**src/rtl/wpat_gen.sv**
```systemverilog
module wpat_gen #(
  parameter int                LFSR_W   = 16,
  parameter int                NSETS    = 3,
  parameter logic [LFSR_W-1:0] TAPS     = 16'hB400,
  parameter logic [LFSR_W-1:0] SEED_DEF = 16'hACE1,
  localparam int GRP   = 4,
  localparam int PAT_W = LFSR_W / GRP,
  localparam int CW    = 3 * PAT_W,
  localparam int SEL_W = (NSETS > 1) ? $clog2(NSETS) : 1
) (
  input  logic              clk,
  input  logic              rst_n,
  input  logic              en_i,
  input  logic              seed_ld_i,
  input  logic [LFSR_W-1:0] seed_i,
  input  logic [SEL_W-1:0]  wset_sel_i,
  input  logic              cfg_we_i,
  input  logic [SEL_W-1:0]  cfg_idx_i,
  input  logic [CW-1:0]     cfg_data_i,
  output logic [PAT_W-1:0]  pattern_o
);

  logic [LFSR_W-1:0]          lfsr_q;
  logic [NSETS-1:0][CW-1:0]   cfg_q;
  logic [CW-1:0]              cur_cfg;
  logic                       fb;

  assign fb = ^(lfsr_q & TAPS);

  always_ff @(posedge clk or negedge rst_n) begin
    if (!rst_n)
      lfsr_q <= SEED_DEF;
    else if (seed_ld_i)
      lfsr_q <= (seed_i == '0) ? SEED_DEF : seed_i;
    else if (en_i)
      lfsr_q <= {lfsr_q[LFSR_W-2:0], fb};
  end

  always_ff @(posedge clk or negedge rst_n) begin
    if (!rst_n)
      cfg_q <= '0;
    else if (cfg_we_i && !en_i && (int'(cfg_idx_i) < NSETS))
      cfg_q[cfg_idx_i] <= cfg_data_i;
  end

  assign cur_cfg = (int'(wset_sel_i) < NSETS) ? cfg_q[wset_sel_i] : cfg_q[0];

  for (genvar i = 0; i < PAT_W; i++) begin : g_bit
    logic [GRP-1:0] grp;
    logic [1:0]     w;
    logic           prod;
    assign grp = lfsr_q[GRP*i +: GRP];
    assign w   = cur_cfg[3*i +: 2];
    always_comb begin
      case (w)
        2'd0:    prod = grp[0];
        2'd1:    prod = &grp[1:0];
        2'd2:    prod = &grp[2:0];
        default: prod = &grp[3:0];
      endcase
    end
    assign pattern_o[i] = prod ^ cur_cfg[3*i+2];
  end

endmodule


```
**config.mk**
```make
export PLATFORM = sky130hd
export DESIGN_NAME = wpat_gen
export DESIGN_NICKNAME = d
export VERILOG_FILES = /design/src/rtl/wpat_gen.sv
export SDC_FILE = /design/constraint.sdc
export NUM_CORES = 1
export LEC_CHECK = 0
export ABC_AREA = 1
export BUFFER_PORTS_ARGS = -buffer_cell sky130_fd_sc_hd__buf_2
export CORE_UTILIZATION = 35
export CTS_CLUSTER_SIZE = 16
export DETAILED_ROUTE_END_ITERATION = 12
export SLEW_MARGIN = 10
export SYNTH_ARGS = -nofsm -noshare
export SYNTH_HDL_FRONTEND = slang
export SYNTH_SLANG_ARGS = --single-unit
```
**constraint.sdc**
```tcl
create_clock -name clk -period 1.2 [get_ports clk]
set_input_delay 0.12 -clock clk [delete_from_list [all_inputs] [get_ports clk]]
set_output_delay 0.12 -clock clk [all_outputs]
set_load 0.005 [all_outputs]
```
==> run_results.csv <==
group,metric,value,unit
detailed_routing,wire_per_inst,12.1,um
power,p_int,2.98,mW
power,p_sw,1.37,mW
floorplan,die_area,7740,sq um
setup_path,cpMaxStageDelayCell,"dfstp_2",
yosys,yosys_warnings,0,
clocking,h-tree-depth,2,
detailed_routing,postRouteAntennaNets,0,
yosys,ys_ff_latch,52,
yosys,synthArstFlopShare,100,%
yosys,synth_area,2590,sq um
placed_design,dp_hpwl,4.44,mm
global_routing,grt.overflow.total,0,
power,powerDensity,1310,nW/um^2
clocking,clock_sink_count,52,
floorplan,die_w,88.0,um
floorplan,die_h,88.0,um
floorplan,core,6980,sq um
floorplan,num_io_pins,41,
setup_path,cp_common_cell,"nand2_1",
final_layout,layout-drive-gt1-share,28.6,%
yosys,post_synth.cell_area_avg,7.68,sq um
power,p_clk_share,24.5,%
timing,relSlewSlack,79.0,%
clocking,cts_buffers,5,
final_layout,design_area,3320,sq um
setup_path,cp-end-kind,"output port",
yosys,yosysTopAreaCell,"dfrtp_1",
yosys,yosysMostFrequentCell,"nand2_1",
final_layout,nets,442,
clocking,cts_tree,"built",
setup_path,cp_max_fo,2,
floorplan,start_util,37.1,%
detailed_routing,via_per_inst,4.65,
timing,fmax,636,MHz
yosys,postSynthCellCount,337,
timing,fin_ws,-0.373,ns
global_routing,grt_max_degree,53,
yosys,ys_seq_area_share,50.7,%
power,p_total,4.34,mW
global_routing,grt_pass1_wl,9.96,mm
power,p_leak,1.77,nW
setup_path,crit_arrival,1.45,ns
final_layout,antenna_cells,0,
setup_path,crit_path_max_incr_delay,0.56,ns
clocking,clk_pin_slew,0.10,ns
clocking,clockRootBuffer,"clkbuf_8",
yosys,synth_top_area_share,42.6,%
power,share_seq_of_total_power,51.4,%
global_routing,grt_use_total,17.0,%
yosys,synth_fp_nets,375,
detailed_routing,routed_wl,6.06,mm
timing,setup_viol,5,
detailed_routing,drtPass1Iterations,4,
timing,fin_skew,0.00286,ns
setup_path,cp_cell_sequence,"ha_4, nand3_2, nor2_2, nor2_2, nand2_1, nand2_1, nand2_1, buf_2",
power,p_sw_share,31.5,%
placed_design,postPlaceCellArea,3110,sq um
run_status,failed_checks,"negative setup slack",
yosys,synth_ff_type,"dfrtp_1",
flow_run,cap_violations,0,
detailed_routing,num_vias,2328,
setup_path,cp_data_required_time,1.08,ns
timing,rsz0062_at_grt,"yes",
timing,tightest_slew,0.315,ns
setup_path,r2r_slack,-0.04,ns
yosys,ys_types,24,
yosys,synth_area_leaders,"dfrtp_1 (43%), nand2_1 (16%), dfstp_2 (8.1%)",
power,ir_drop,531,uV
clocking,clk_latency,0.31,ns
timing,min_period_over_period,131,%
clocking,clockBufferDepth,2,
final_layout,areaGrowthSynthToFinish,28.2,%
timing,fin_crit,1.57,ns
power,p_comb_share,24.1,%
run_status,status,"finished, violations left",
floorplan,rows,30,
placed_design,gp_congestion,0.788,
placed_design,port_buffers,40,
global_routing,grt_pass1_vias,2137,
detailed_routing,drc_errors,0,
global_routing,antenna_found_initial,0,
yosys,synth_edf_count,0,
yosys,synth_common_cells,"nand2_1 (108), inv_1 (45), dfrtp_1 (44)",
timing,hold_viol,0,
setup_path,critPathLaunchType,"flop",
placed_design,post-place-ws,-0.169,ns
worst_hold_path,hold_class,"in2reg",
setup_path,crit_type,"reg2out",
timing,drv_slew,0,
detailed_routing,dr.first_iter.drc_count,162,
-- stage by stage --
stage / hold WS [ns] / cells / TNS (ns) / utilization, %
after detailed placement: 0.133 / 487 / -0.681 / 44.6
after floorplan: -0.176 / 337 / -0.00622 / -
after CTS: 0.0566 / 498 / -1.42 / 46.8
after global routing: 0.0567 / 501 / -1.86 / 47.5
final: 0.0573 / 501 / -1.32 / 47.5
after global placement: 0.138 / 487 / -0.585 / 44.6
-- registers in the layout (all words and copies together), names as in the netlist --
name	cells
lfsr_q	16
cfg_q	36
-- per-layer routing --
| metal | track usage, % | vias up | routed length, um |
|---|---|---|---|
| li1 | - | 1213 | - |
| met1 | 23.0 | 1065 | 3030 |
| met2 | 27.5 | 44 | 2760 |
| met3 | 3.77 | 6 | 213 |
| met4 | 4.47 | 0 | 61 |
| met5 | 0 | - | 0 |
-- final cells by class --
cell class	instances	area, sq um
Timing Repair Buffer	68	463
Tap cell	96	120
Multi-Input combinational cell	229	1150
Fill cell	742	3660
Clock buffer	5	68.8
Inverter	48	180
Sequential cell	52	1310
Clock inverter	3	26.3
-- power by group through the flow --
| stage | sequential, mW | clock, mW | combinational (mW) |
|---|---|---|---|
| floorplan | 2.21 | 0 | 0.613 |
| global placement | 2.26 | 0 | 0.950 |
| detailed placement | 2.26 | 0 | 0.969 |
| CTS | 2.23 | 1.08 | 1.02 |
| global route | 2.27 | 1.15 | 1.20 |
| finish | 2.23 | 1.06 | 1.05 |
-- kinds of logic (layout without fill, tap and decap cells) --
group,count (synthesis),after routing,synth area share [%]
AND/OR/NAND/NOR,156,156,25.0
buffers and inverters,56,124,8.12
flip-flops,52,52,50.7
adder cells (fa/ha/maj),1,1,0.483
AO/OA/AOI/OAI,70,70,15.0
XOR/XNOR,2,2,0.677
-- repair_timing --
item,in CTS,in global routing
setup endpoints to repair,5,5
endpoints found under the hold margin,44,0
resized for setup,13,10
buffers inserted,2,3
gates cloned,0,0
hold buffers,1,0
pin swaps,16,7
-- worst max-delay path: cells and delay by family (launching register included) --
kind	cells	cell delay, ns
DFF	1	0.56
and+or+nand+nor	6	0.35
adders and majority gates	1	0.13
buffers and inverters	1	0.10
-- cells in the final DEF (no fill, tap or decap), drive strengths merged --
cell | netlist | final
nand2 | 110 | 110
buf | 0 | 67
inv | 48 | 49
dfrtp | 44 | 44
o21ai | 38 | 38
nor2 | 20 | 20
nand3 | 20 | 20
o22ai | 14 | 14
a21oi | 10 | 10
dfstp | 8 | 8
a21o | 5 | 5
clkbuf | 8 | 5
nand3b | 3 | 3
nor4 | 2 | 2
clkinv | 0 | 2
a21boi | 1 | 1
nand4 | 1 | 1
a221oi | 1 | 1
o211ai | 1 | 1
xnor2 | 1 | 1
xor2 | 1 | 1
ha | 1 | 1
dlygate4sd3 | 0 | 1
-- final timing paths --
check                      startpoint  cells after the start           end
setup / recovery           lfsr_q[13]                      8  pattern_o[3]
hold / removal              seed_i[3]                      3     lfsr_q[3]
setup reg to reg           lfsr_q[13]                      5     lfsr_q[0]
hold reg to reg              cfg_q[0]                      2      cfg_q[0]
max in group asynchronous       rst_n                      3    lfsr_q[11]
min in group asynchronous       rst_n                      3    lfsr_q[12]
(Power assumes the default switching activity.)
